==> config.mk <==
export PLATFORM = sky130hd
export DESIGN_NAME = ds3s_tx_slave
export DESIGN_NICKNAME = d
export VERILOG_FILES = /design/src/rtl/ds3s_pkg.sv /design/src/rtl/ds3s_frame_ctr.sv /design/src/rtl/ds3s_oh_gen.sv /design/src/rtl/ds3s_tx_slave.sv
export SDC_FILE = /design/constraint.sdc
export NUM_CORES = 1
export LEC_CHECK = 0
export BUFFER_PORTS_ARGS = -buffer_cell sky130_fd_sc_hd__clkbuf_2
export CAP_MARGIN = 15
export CELL_PAD_IN_SITES_DETAIL_PLACEMENT = 1
export CELL_PAD_IN_SITES_GLOBAL_PLACEMENT = 2
export CORE_MARGIN = 2
export CORE_UTILIZATION = 30
export DETAILED_ROUTE_END_ITERATION = 7
export PLACE_DENSITY_LB_ADDON = 0.1
export SETUP_SLACK_MARGIN = 0.05
export SLEW_MARGIN = 20
export SYNTH_ARGS = -nofsm -noshare
export SYNTH_HDL_FRONTEND = slang
export SYNTH_SLANG_ARGS = --single-unit
==> constraint.sdc <==
create_clock -name clk -period 4.4 [get_ports clk]
set_input_delay 0.88 -clock clk [delete_from_list [all_inputs] [get_ports clk]]
set_output_delay 0.88 -clock clk [all_outputs]
set_load 0.005 [all_outputs]
==> src/rtl/ds3s_pkg.sv <==
package ds3s_pkg;

    localparam int BLK_BITS     = 85;
    localparam int BLKS_PER_SUB = 8;
    localparam int SUBS_PER_FRM = 7;
    localparam int C_PER_SUB    = 3;

    localparam int BIT_W      = $clog2(BLK_BITS);
    localparam int BLK_W      = $clog2(BLKS_PER_SUB);
    localparam int SUB_W      = $clog2(SUBS_PER_FRM);
    localparam int CB_W       = SUBS_PER_FRM * C_PER_SUB;
    localparam int FRAME_BITS = BLK_BITS * BLKS_PER_SUB * SUBS_PER_FRM;

    typedef struct packed {
        logic [SUB_W-1:0] sub;
        logic [BLK_W-1:0] blk;
        logic [BIT_W-1:0] bpos;
    } fpos_t;

    typedef enum logic [1:0] {
        OH_XPM = 2'd0,
        OH_F   = 2'd1,
        OH_C   = 2'd2
    } oh_kind_e;

    function automatic oh_kind_e kind_of(input logic [BLK_W-1:0] blk);
        if (blk == '0)  return OH_XPM;
        if (blk[0])     return OH_F;
        return OH_C;
    endfunction

    // framing pattern across odd blocks: 1,0,0,1
    function automatic logic f_bit(input logic [BLK_W-1:0] blk);
        logic [BLK_W-2:0] k;
        k = blk[BLK_W-1:1];
        return (k == '0) || (k == '1);
    endfunction

    // multiframe alignment bits in subframes 5..7 (0-based 4..6): 0,1,0
    function automatic logic m_bit(input logic [SUB_W-1:0] sub);
        return sub == SUB_W'(5);
    endfunction

endpackage

==> src/rtl/ds3s_frame_ctr.sv <==
module ds3s_frame_ctr
    import ds3s_pkg::*;
(
    input  logic  clk,
    input  logic  rst,
    input  logic  fref,
    output fpos_t cur,
    output fpos_t eff,
    output logic  rise,
    output logic  misalign
);

    logic  fref_q;
    fpos_t nxt;

    assign rise = fref & ~fref_q;
    assign eff  = rise ? '0 : cur;

    always_comb begin
        nxt = eff;
        if (eff.bpos == BIT_W'(BLK_BITS - 1)) begin
            nxt.bpos = '0;
            if (eff.blk == BLK_W'(BLKS_PER_SUB - 1)) begin
                nxt.blk = '0;
                nxt.sub = (eff.sub == SUB_W'(SUBS_PER_FRM - 1)) ? '0
                                                                 : eff.sub + SUB_W'(1);
            end else begin
                nxt.blk = eff.blk + BLK_W'(1);
            end
        end else begin
            nxt.bpos = eff.bpos + BIT_W'(1);
        end
    end

    always_ff @(posedge clk) begin
        if (rst) begin
            cur      <= '0;
            fref_q   <= 1'b0;
            misalign <= 1'b0;
        end else begin
            cur      <= nxt;
            fref_q   <= fref;
            misalign <= misalign | (rise && (cur != '0));
        end
    end

    p_pos_range_r6: assert property (@(posedge clk) disable iff (rst)
        (int'(cur.bpos) < BLK_BITS) && (int'(cur.blk) < BLKS_PER_SUB) &&
        (int'(cur.sub) < SUBS_PER_FRM));

    p_restart_r4: assert property (@(posedge clk) disable iff (rst)
        (fref && !$past(fref)) |=> (cur.sub == '0 && cur.blk == '0 && cur.bpos == BIT_W'(1)));

    p_sticky_r7: assert property (@(posedge clk) disable iff (rst)
        misalign |=> misalign);

endmodule

==> src/rtl/ds3s_oh_gen.sv <==
module ds3s_oh_gen
    import ds3s_pkg::*;
(
    input  fpos_t           pos,
    input  logic            x_val,
    input  logic            p_val,
    input  logic [CB_W-1:0] cbits,
    output logic            oh_val
);

    localparam int IDX_W = $clog2(CB_W);

    logic [IDX_W-1:0] cidx;
    logic             cbit;
    logic             xpm;

    assign cidx = IDX_W'(int'(pos.sub) * C_PER_SUB + int'(pos.blk >> 1) - 1);
    assign cbit = (int'(cidx) < CB_W) ? cbits[cidx] : 1'b0;

    always_comb begin
        if (int'(pos.sub) < 2)      xpm = x_val;
        else if (int'(pos.sub) < 4) xpm = p_val;
        else                        xpm = m_bit(pos.sub);
    end

    always_comb begin
        unique case (kind_of(pos.blk))
            OH_XPM:  oh_val = xpm;
            OH_F:    oh_val = f_bit(pos.blk);
            default: oh_val = cbit;
        endcase
    end

endmodule

==> src/rtl/ds3s_tx_slave.sv <==
module ds3s_tx_slave
    import ds3s_pkg::*;
(
    input  logic            clk,
    input  logic            rst,
    input  logic            pay_in,
    input  logic            fref,
    input  logic            x_val,
    input  logic            p_val,
    input  logic [CB_W-1:0] cbits,
    output logic            ser_out,
    output logic            oh_ind,
    output logic            misalign
);

    fpos_t cur;
    fpos_t eff;
    logic  rise;
    logic  oh_val;
    logic  oh_slot;

    ds3s_frame_ctr u_ctr (
        .clk      (clk),
        .rst      (rst),
        .fref     (fref),
        .cur      (cur),
        .eff      (eff),
        .rise     (rise),
        .misalign (misalign)
    );

    ds3s_oh_gen u_oh (
        .pos    (eff),
        .x_val  (x_val),
        .p_val  (p_val),
        .cbits  (cbits),
        .oh_val (oh_val)
    );

    assign oh_slot = (eff.bpos == '0);
    assign oh_ind  = (cur.bpos == BIT_W'(BLK_BITS - 1));

    always_ff @(posedge clk) begin
        if (rst) ser_out <= 1'b1;
        else     ser_out <= oh_slot ? oh_val : pay_in;
    end

    p_payload_pass_r1: assert property (@(posedge clk) disable iff (rst)
        !oh_slot |=> (ser_out == $past(pay_in)));

    p_oh_insert_r2: assert property (@(posedge clk) disable iff (rst)
        oh_slot |=> (ser_out == $past(oh_val)));

    p_ohind_pulse_r3: assert property (@(posedge clk) disable iff (rst)
        oh_ind |=> !oh_ind);

    p_ohind_warns_r3: assert property (@(posedge clk) disable iff (rst)
        oh_ind |=> oh_slot);

endmodule

==> impl_metrics.ini, run 1 <==
[outcome]
outcome = completed

[routing]
drc = 0
via_per_inst = 5.20
drt_iter0_drc = 33
final_antenna_net_count = 0
wirelength_um = 3390
dr_total_vias = 1170
firstDrtPassIters = 2
drt-wirelength-per-cell_um = 15.1

[synth]
ys_seq_area_share_pct = 26.0
mappedNetlistArea_um2 = 1230
synth-async-reset-ratio_pct = 0
synth.top_cells.by_area = dfxtp_1 (26%), ha_1 (10%), mux2i_1 (6.5%)
ys_ff_latch = 16
ys_types = 44
synth_edf_count = 0
synthFlopType = dfxtp_1
synth_top_area_share_pct = 26.0
syn_area_per_cell_um2 = 8.44
synth_top_area_cell = dfxtp_1
yosysWarnings = 0
syn_nets = 184
syn_inst = 146

[setup_path]
crit_end = ser_out
reg2reg_depth = 10
crit_start = fref
r2r_slack_ns = 1.38
cp_max_fo = 6
path_class = input pin to flop
worstPathArrival_ns = 3.53
cp-start-kind = input pin
rr_endpoint = ser_out
cp-end-kind = flop
r2r-start = u_ctr.cur[11]
crit_required_ns = 4.58

[job]
cap_violations = 0

[clocking]
cts_resized = 0
clk_pin_slew_ns = 0.07
clk_latency_ns = 0.25
h-tree-depth = 1
numCtsBuffers = 3
clk_path_buf_depth = 2
cts_tree = yes
clock-root-buffer = clkbuf_8
clock_sinks = 16
post_cts_buffers = 0
ctsHoldBuffers = 0

[global_route]
grt_use_total_pct = 16.4
grt_max_degree = 14
grt_pass1_vias = 1172
grt_pass1_wl_um = 5730
overflow = 0
antenna_found_initial = 0

[floorplanning]
die_height_um = 68.1
ioPinCount = 30
core.rowCount = 23
core_um2 = 3970
dieArea_um2 = 4640
die_w_um = 68.1
start_util_pct = 31.0

[sta]
slew_violations = 0
finClkSkew_ns = 0.00299
relSlewSlack_pct = 64.7
layout_min_cycle_time_ns = 3.35
report.final.hold_viol_count = 0
period_share_pct = 76.1
setup_viol = 0
rsz0062_at_grt = no
tightestPinTransition_ns = 0.528
tns_ns = 0
fmax_mhz = 299

[placed_design]
dpl.hpwl_um = 2720
port_buffers = 29
gp_congestion = 0.764

[power_and_ir_drop]
power.density_nw_per_um2 = 220
vdd_ir_drop_max_mv = 0.132
p_leak_nw = 0.697
finalPower_uw = 324

[finish]
n_antenna_cell = 0
nFillCells = 499
synthToLayoutAreaGrowth_pct = 19.5
drive_above_1_share_pct = 25.7
nets = 214
fin_util_pct = 37.1

[hold_path]
hold_class = flop to flop
holdPathStages = 2
where the power goes:
part	switching, mW	leakage [nW]	internal [mW]
Clock	0.0538	0.0288	0.0794
Sequential	0.00247	0.130	0.149
Combinational	0.0197	0.538	0.0199
Total	0.0760	0.697	0.248
cells by family (layout without fill, tap and decap cells):
logic type / Yosys count / count (layout) / synth area share, %
muxes: 12 / 12 / 12.0
buffers and inverters: 13 / 42 / 5.18
DFF: 16 / 16 / 26.0
AOI/OAI and AO/OA: 25 / 25 / 12.9
xor gates and xnor gates: 9 / 9 / 6.40
and+or+nand+nor: 60 / 60 / 25.8
adders and majority gates: 11 / 11 / 11.8
state kept, by name (all words and copies together), names as in the netlist:
signal          flops
u_ctr.fref_q        1
u_ctr.cur          13
ser_out             1
u_ctr.misalign      1
layer usage:
layer  global-route usage (%)  vias to the layer above  part of all wire (%)
met5                        0                        -                     0
met4                     3.00                        0                  0.50
met3                     3.45                        2                   2.7
met2                     28.0                       15                    48
met1                     21.2                      573                    48
li1                         -                      580                     -
synth_stat cells (all sizes together) (3+ instances only):
cell type  count
a21oi          8
nand2         14
a31oi          4
xnor2          4
dfxtp         16
mux2i          8
nor2b          3
nor3           5
clkbuf         4
o21ai          5
xor2           5
nor2          17
ha            10
inv            7
nand3          5
per-stage QoR:
stage | hold slack [ns] | cells | area [µm²] | setup WS [ns]
after floorplan | 0.464 | 146 | 1230 | 0.919
after global placement | 0.461 | 221 | 1420 | 0.890
after detailed placement | 0.480 | 221 | 1420 | 0.807
after CTS | 0.498 | 225 | 1470 | 1.06
after global routing | 0.549 | 225 | 1470 | 0.873
final | 0.486 | 225 | 1470 | 1.05
worst max-delay path, cell delays in order:
cell,delay [ns]
clkbuf_2,0.09
nand2b_1,0.14
nand2_1,0.11
ha_1,0.31
inv_1,0.05
ha_1,0.32
fa_1,0.59
inv_1,0.14
mux4_2,0.50
or2b_2,0.18
nand3_1,0.08
a31oi_1,0.15
cell usage in the layout, fill, tap and decap left out, types with 2 or more instances in the layout:
cell	count
nor3_1	5
nor3b_1	2
a21o_1	2
clkbuf_2	29
xor2_1	5
mux2_2	2
buf_4	2
mux4_2	2
a21oi_1	8
nand2_1	14
nor2b_1	2
clkbuf_8	4
xnor2_1	4
mux2i_1	8
nand3_1	5
nor2_1	16
ha_1	10
nor4_1	2
a31oi_1	4
o21ai_0	4
dfxtp_1	16
or3_1	2
inv_1	7
cell type report:
cell class / instances / area, µm² / share of cell area, %
timing repair buffer: 31 / 160 / 10.9
tap: 50 / 62.6 / 4.25
clock buffer: 4 / 55.1 / 3.74
sequential: 16 / 320 / 21.8
multi-input combinational: 117 / 848 / 57.6
inverter: 7 / 26.3 / 1.78
how the worst min path moves through the flow:
stage	end	startpoint
after global placement	u_ctr.misalign	u_ctr.misalign
after detailed placement	u_ctr.misalign	u_ctr.misalign
after CTS	u_ctr.misalign	u_ctr.misalign
after global routing	u_ctr.misalign	u_ctr.misalign
final	u_ctr.misalign	u_ctr.misalign
after floorplan	u_ctr.misalign	u_ctr.misalign
(Power assumes the default switching activity.)
==> run 2: changes to the inputs <==
--- a/config.mk
+++ b/config.mk
@@ -5,12 +5,13 @@
 export SDC_FILE = /design/constraint.sdc
 export NUM_CORES = 1
 export LEC_CHECK = 0
+export ABC_AREA = 1
 export BUFFER_PORTS_ARGS = -buffer_cell sky130_fd_sc_hd__clkbuf_2
 export CAP_MARGIN = 15
 export CELL_PAD_IN_SITES_DETAIL_PLACEMENT = 1
 export CELL_PAD_IN_SITES_GLOBAL_PLACEMENT = 2
 export CORE_MARGIN = 2
-export CORE_UTILIZATION = 30
+export CORE_UTILIZATION = 29
 export DETAILED_ROUTE_END_ITERATION = 7
 export PLACE_DENSITY_LB_ADDON = 0.1
 export SETUP_SLACK_MARGIN = 0.05
==> constraint.sdc (replaced) <==
create_clock -name clk -period 3.29 [get_ports clk]
set_input_delay 0.658 -clock clk [delete_from_list [all_inputs] [get_ports clk]]
set_output_delay 0.658 -clock clk [all_outputs]
set_load 0.005 [all_outputs]
==> run 2 against run 1 <==
  * Core utilization shrank 0.40 points
  * Die area grew 22%
  * Via count grew 26%
  * Largest power group unchanged
  * Highest routed layer unchanged
==> impl_metrics.ini, run 2 <==
[outcome]
outcome = completed

[sta]
finClkSkew_ns = 0.00358
fmax_mhz = 343
layout_min_cycle_time_ns = 2.92
tns_ns = 0
slew_violations = 0
tightestPinTransition_ns = 0.383
report.final.hold_viol_count = 0
relSlewSlack_pct = 74.4
rsz0062_at_grt = no
period_share_pct = 88.7
setup_viol = 0

[synth]
syn_inst = 220
ys_ff_latch = 16
mappedNetlistArea_um2 = 1470
synth_edf_count = 0
yosysWarnings = 0
syn_area_per_cell_um2 = 6.66
synth_top_area_share_pct = 21.9
synth_top_area_cell = dfxtp_1
ys_seq_area_share_pct = 21.9
synthFlopType = dfxtp_1
synth-async-reset-ratio_pct = 0
syn_nets = 258
synth.top_cells.by_count = inv_1 (41), nand2_1 (35), nor2_1 (27)
ys_types = 36
yosysMostFrequentCell = inv_1
synth.top_cells.by_area = dfxtp_1 (22%), inv_1 (11%), nand2_1 (9.0%)

[clocking]
clock-root-buffer = clkbuf_8
clk_pin_slew_ns = 0.07
clk_latency_ns = 0.25
clock_sinks = 16
h-tree-depth = 1
cts_tree = yes
numCtsBuffers = 3
post_cts_buffers = 0
ctsHoldBuffers = 0
cts_resized = 0
clk_path_buf_depth = 2

[routing]
drt-wirelength-per-cell_um = 12.4
firstDrtPassIters = 4
dr_total_vias = 1470
via_per_inst = 4.58
drc = 0
final_antenna_net_count = 0
wirelength_um = 3980
drt_iter0_drc = 36

[finish]
synthToLayoutAreaGrowth_pct = 19.8
n_antenna_cell = 0
design_area_um2 = 1760
drive_above_1_share_pct = 24.8
nets = 293
largest_register_ffs = 13
final_cell_mix = inv_1 (41), nand2_1 (35), clkbuf_2 (29)
largest-register = u_ctr.cur
layout_commonest_cell = inv_1

[power_and_ir_drop]
p_leak_nw = 0.818
power.density_nw_per_um2 = 254
vdd_ir_drop_max_mv = 0.199
finalPower_uw = 446

[setup_path]
crit_required_ns = 3.49
path_class = input pin to flop
worstPathArrival_ns = 3.12
cp_max_fo = 4
cp-end-kind = flop
path_cells = clkbuf_2 > inv_2 > nor2_4 > nor2_1 > inv_1 > ha_1 > inv_1 > ha_1 > fa_1 > inv_1 > nor2_1 > nand3_2 > nand2_1 > inv_1 > a21oi_2 > nand2_1 > nand3_1 > nand2_1 > nand2_1
crit_slowest_cell = fa_1
cp-start-kind = input pin
critPathMaxStageDelay_ns = 0.56

[floorplanning]
core.rowCount = 25
dieArea_um2 = 5640
ioPinCount = 30
core_um2 = 4790
die_height_um = 75.1
die_w_um = 75.1
start_util_pct = 30.6

[placed_design]
dpl.hpwl_um = 3330
port_buffers = 29
placed_cell_area_um2 = 1700
gp_congestion = 0.752

[hold_path]
hold_class = flop to flop

[global_route]
grt_pass1_vias = 1429
grt_max_degree = 14
antenna_found_initial = 0
grt_use_total_pct = 15.1
grt_pass1_wl_um = 6450
overflow = 0

[job]
cap_violations = 0
run 2: where the power goes:
part	switching, mW	internal, mW
clock	0.0725	0.106
sequential	0.00368	0.199
combinational	0.0355	0.0296
total	0.112	0.335
run 2: kinds of logic (layout without fill, tap and decap cells):
kind of cell	after synthesis	in the layout	synth area share, %
AO/OA/AOI/OAI	30	30	12.0
XOR/XNOR	3	3	1.79
adder cells (fa/ha/maj)	11	11	9.91
buffers and inverters	49	83	13.2
flip-flops	16	16	21.9
AND/OR/NAND/NOR	111	111	41.3
run 2: final timing paths:
| kind | startpoint | endpoint | slack, ns | depth (start not counted) |
|---|---|---|---|---|
| worst max-delay path | fref | ser_out | 0.37 | 19 |
| worst min-delay path | u_ctr.misalign | u_ctr.misalign | 0.47 | 2 |
| worst max register to register | u_ctr.cur[11] | ser_out | 0.53 | 17 |
| worst min register to register | u_ctr.misalign | u_ctr.misalign | 0.47 | 2 |
run 2: per-layer routing:
layer  global-route usage (%)  part of all wire (%)
met1                     20.5                    49
met2                     25.0                    47
met3                     1.34                   2.5
met4                     5.56                   1.9
met5                        0                     0
run 2: layout make-up:
type,count,area [µm²]
inverter,47,176
sequential,16,320
tap,67,83.8
timing repair buffer,32,168
multi-input combinational,155,952
fill,663,3030
clock buffer,4,55.1
run 2: critical path, delay by kind of cell:
kind | cells | cell delay [ns]
AOI/OAI and AO/OA | 1 | 0.10
buffers and inverters | 6 | 0.44
and+or+nand+nor | 9 | 0.74
adders and majority gates | 3 | 1.17
run 2: per-stage QoR:
step	util (%)	hold slack, ns	setup slack (ns)	instances
final	36.7	0.473	0.373	321
after detailed placement	35.5	0.461	0.111	317
after global routing	36.7	0.513	0.177	321
after global placement	35.5	0.456	0.174	317
after floorplan	-	0.460	0.201	220
after CTS	36.7	0.479	0.366	321
==> run 3: changes to the inputs <==
--- a/config.mk
+++ b/config.mk
@@ -8,14 +8,13 @@
 export ABC_AREA = 1
 export BUFFER_PORTS_ARGS = -buffer_cell sky130_fd_sc_hd__clkbuf_2
 export CAP_MARGIN = 15
-export CELL_PAD_IN_SITES_DETAIL_PLACEMENT = 1
-export CELL_PAD_IN_SITES_GLOBAL_PLACEMENT = 2
 export CORE_MARGIN = 2
-export CORE_UTILIZATION = 29
+export CORE_UTILIZATION = 55
 export DETAILED_ROUTE_END_ITERATION = 7
 export PLACE_DENSITY_LB_ADDON = 0.1
 export SETUP_SLACK_MARGIN = 0.05
 export SLEW_MARGIN = 20
 export SYNTH_ARGS = -nofsm -noshare
 export SYNTH_HDL_FRONTEND = slang
+export SYNTH_HIERARCHICAL = 1
 export SYNTH_SLANG_ARGS = --single-unit
==> run 3 against run 2 <==
  * Largest power group unchanged
  * Via count is 8.9% higher
  * Synthesized cell count is 19% higher
  * Clock skew rose by 0.0042 ns
  * Clock power is 25% lower
  * Power fell by 10%
==> impl_metrics.ini, run 3 <==
[setup_path]
rr_endpoint = ser_out
cp-start-kind = input pin
crit_top_cell = nand3_1
cp-end-kind = flop
cp_max_fo = 5
path_cells = clkbuf_2 > nand2_4 > inv_2 > nor2_4 > inv_1 > fa_1 > inv_1 > fa_1 > inv_2 > nor2_4 > nand3_1 > nand2_1 > nor2_1 > nand3_1 > nand3_1 > o21ai_1 > nand3_1 > nand3_1
crit_slowest_cell = fa_1
cp_top_family = adder cells
critPathMaxStageDelay_ns = 0.61
r2r_slack_ns = 0.57
cp_num_buf_inv = 5
r2r-start = u_ctr/cur[11]
crit_required_ns = 3.54
worstPathArrival_ns = 3.06
path_class = input pin to flop
reg2reg_depth = 16

[synth]
synth_top_area_cell = dfxtp_1
ys_ff_latch = 16
yosysMostFrequentCell = nand2_1
synth_top_area_share_pct = 20.4
syn_area_per_cell_um2 = 6.00
syn_inst = 262
mappedNetlistArea_um2 = 1570
synthFlopType = dfxtp_1
synth.top_cells.by_area = dfxtp_1 (20%), nand2_1 (14%), inv_1 (13%)
synth-async-reset-ratio_pct = 0
yosysWarnings = 6
ys_seq_area_share_pct = 20.4
synth_edf_count = 0
ys_types = 29
syn_nets = 301
synth.top_cells.by_count = nand2_1 (60), inv_1 (54), nor2_1 (41)

[outcome]
outcome = completed

[routing]
wl_met2_um = 1410
wirelength_um = 3290
highest_layer = met4
drc = 0
routed-wl-met3_um = 178
firstDrtPassIters = 4
wl_met1_um = 1680
final_antenna_net_count = 0
dr_total_vias = 1601
drt-wirelength-per-cell_um = 10.0
via_per_inst = 4.87
drt_iter0_drc = 76

[global_route]
grt_use_total_pct = 21.5
grt_max_degree = 11
antenna_found_initial = 0
grt_pass1_wl_um = 5730
grt_pass1_vias = 1406
overflow = 0

[sta]
finClkSkew_ns = 0.00773
setup_viol = 0
relSlewSlack_pct = 75.2
report.final.hold_viol_count = 0
period_share_pct = 85.5
fmax_mhz = 356
tightestPinTransition_ns = 0.371
tns_ns = 0
rsz0062_at_grt = no
slew_violations = 0
holdWs_ns = 0.479
layout_min_cycle_time_ns = 2.81

[power_and_ir_drop]
vdd_ir_drop_max_mv = 0.328
power.density_nw_per_um2 = 221
p_leak_nw = 0.984

[finish]
largest_register_ffs = 13
drive_above_1_share_pct = 21.1
nets = 338
largest-register = u_ctr/cur
nFillCells = 282
layout_commonest_cell = nand2_1
n_antenna_cell = 0
fin_util_pct = 66.4
seqCellArea_um2 = 320
final_cell_mix = nand2_1 (60), inv_1 (54), nor2_1 (40)
synthToLayoutAreaGrowth_pct = 15.4
multi_input_area_um2 = 997

[placed_design]
gp_congestion = 0.878
dpl.hpwl_um = 2670
port_buffers = 29

[floorplanning]
start_util_pct = 57.5
core_um2 = 2730
core.rowCount = 19
ioPinCount = 30
die_w_um = 57.5
die_height_um = 57.5
dieArea_um2 = 3300

[clocking]
clock_sinks = 16
h-tree-depth = 1
clock-root-buffer = clkbuf_4
clk_latency_ns = 0.30
cts_tree = yes
ctsHoldBuffers = 0
post_cts_buffers = 0
numCtsBuffers = 3
clk_path_buf_depth = 2
clk_pin_slew_ns = 0.10
cts_resized = 0

[hold_path]
worstHoldStart = u_ctr/misalign
hold_class = flop to flop
holdPathStages = 2
holdPathEnd = u_ctr/misalign

[job]
cap_violations = 0
[run 3: metrics by stage]
step	setup WS (ns)	area [µm²]	std cells	power, mW
floorplan	0.117	1580	262	0.243
global placement	0.207	1780	325	0.270
detailed placement	0.150	1780	325	0.270
CTS	0.466	1810	329	0.406
global route	0.278	1810	329	0.421
finish	0.477	1810	329	0.400
[run 3: cells by family after synthesis]
logic type / Yosys count / share of synthesized area [%]
flip-flops: 16 / 20.4
buffers and inverters: 64 / 16.6
AO/OA/AOI/OAI: 21 / 7.40
AND/OR/NAND/NOR: 147 / 44.0
XOR/XNOR: 2 / 1.11
adder cells (fa/ha/maj): 12 / 10.5
[run 3: worst min-delay path: stages, from the launching register on]
cell and delay, ns:
dfxtp_1 0.34, inv_1 0.05, a21oi_1 0.05
[run 3: routing by layer]
metal  global-route usage [%]  vias to the layer above
met5                        0                        -
met4                     4.32                        0
met3                     4.31                        2
met2                     35.1                       41
met1                     29.5                      682
li1                         -                      876
[run 3: layout make-up]
type	count	area share [%]
Clock buffer	4	2.00
Inverter	61	12.8
Sequential cell	16	17.7
Tap cell	31	2.14
Timing Repair Buffer	35	10.5
Multi-Input combinational cell	182	55.0
[run 3: how the worst max path moves through the flow]
stage	from	slack (ns)	to	cells after the start
detailed placement	fref	0.15	ser_out	18
floorplan	fref	0.12	ser_out	18
global route	fref	0.28	ser_out	18
finish	fref	0.48	ser_out	18
CTS	fref	0.47	ser_out	18
global placement	fref	0.21	ser_out	18
[run 3: where the power goes]
part	internal, mW	leakage, nW	switching, mW
clock	0.0675	0.0210	0.0677
sequential	0.199	0.130	0.00374
combinational	0.0279	0.833	0.0349
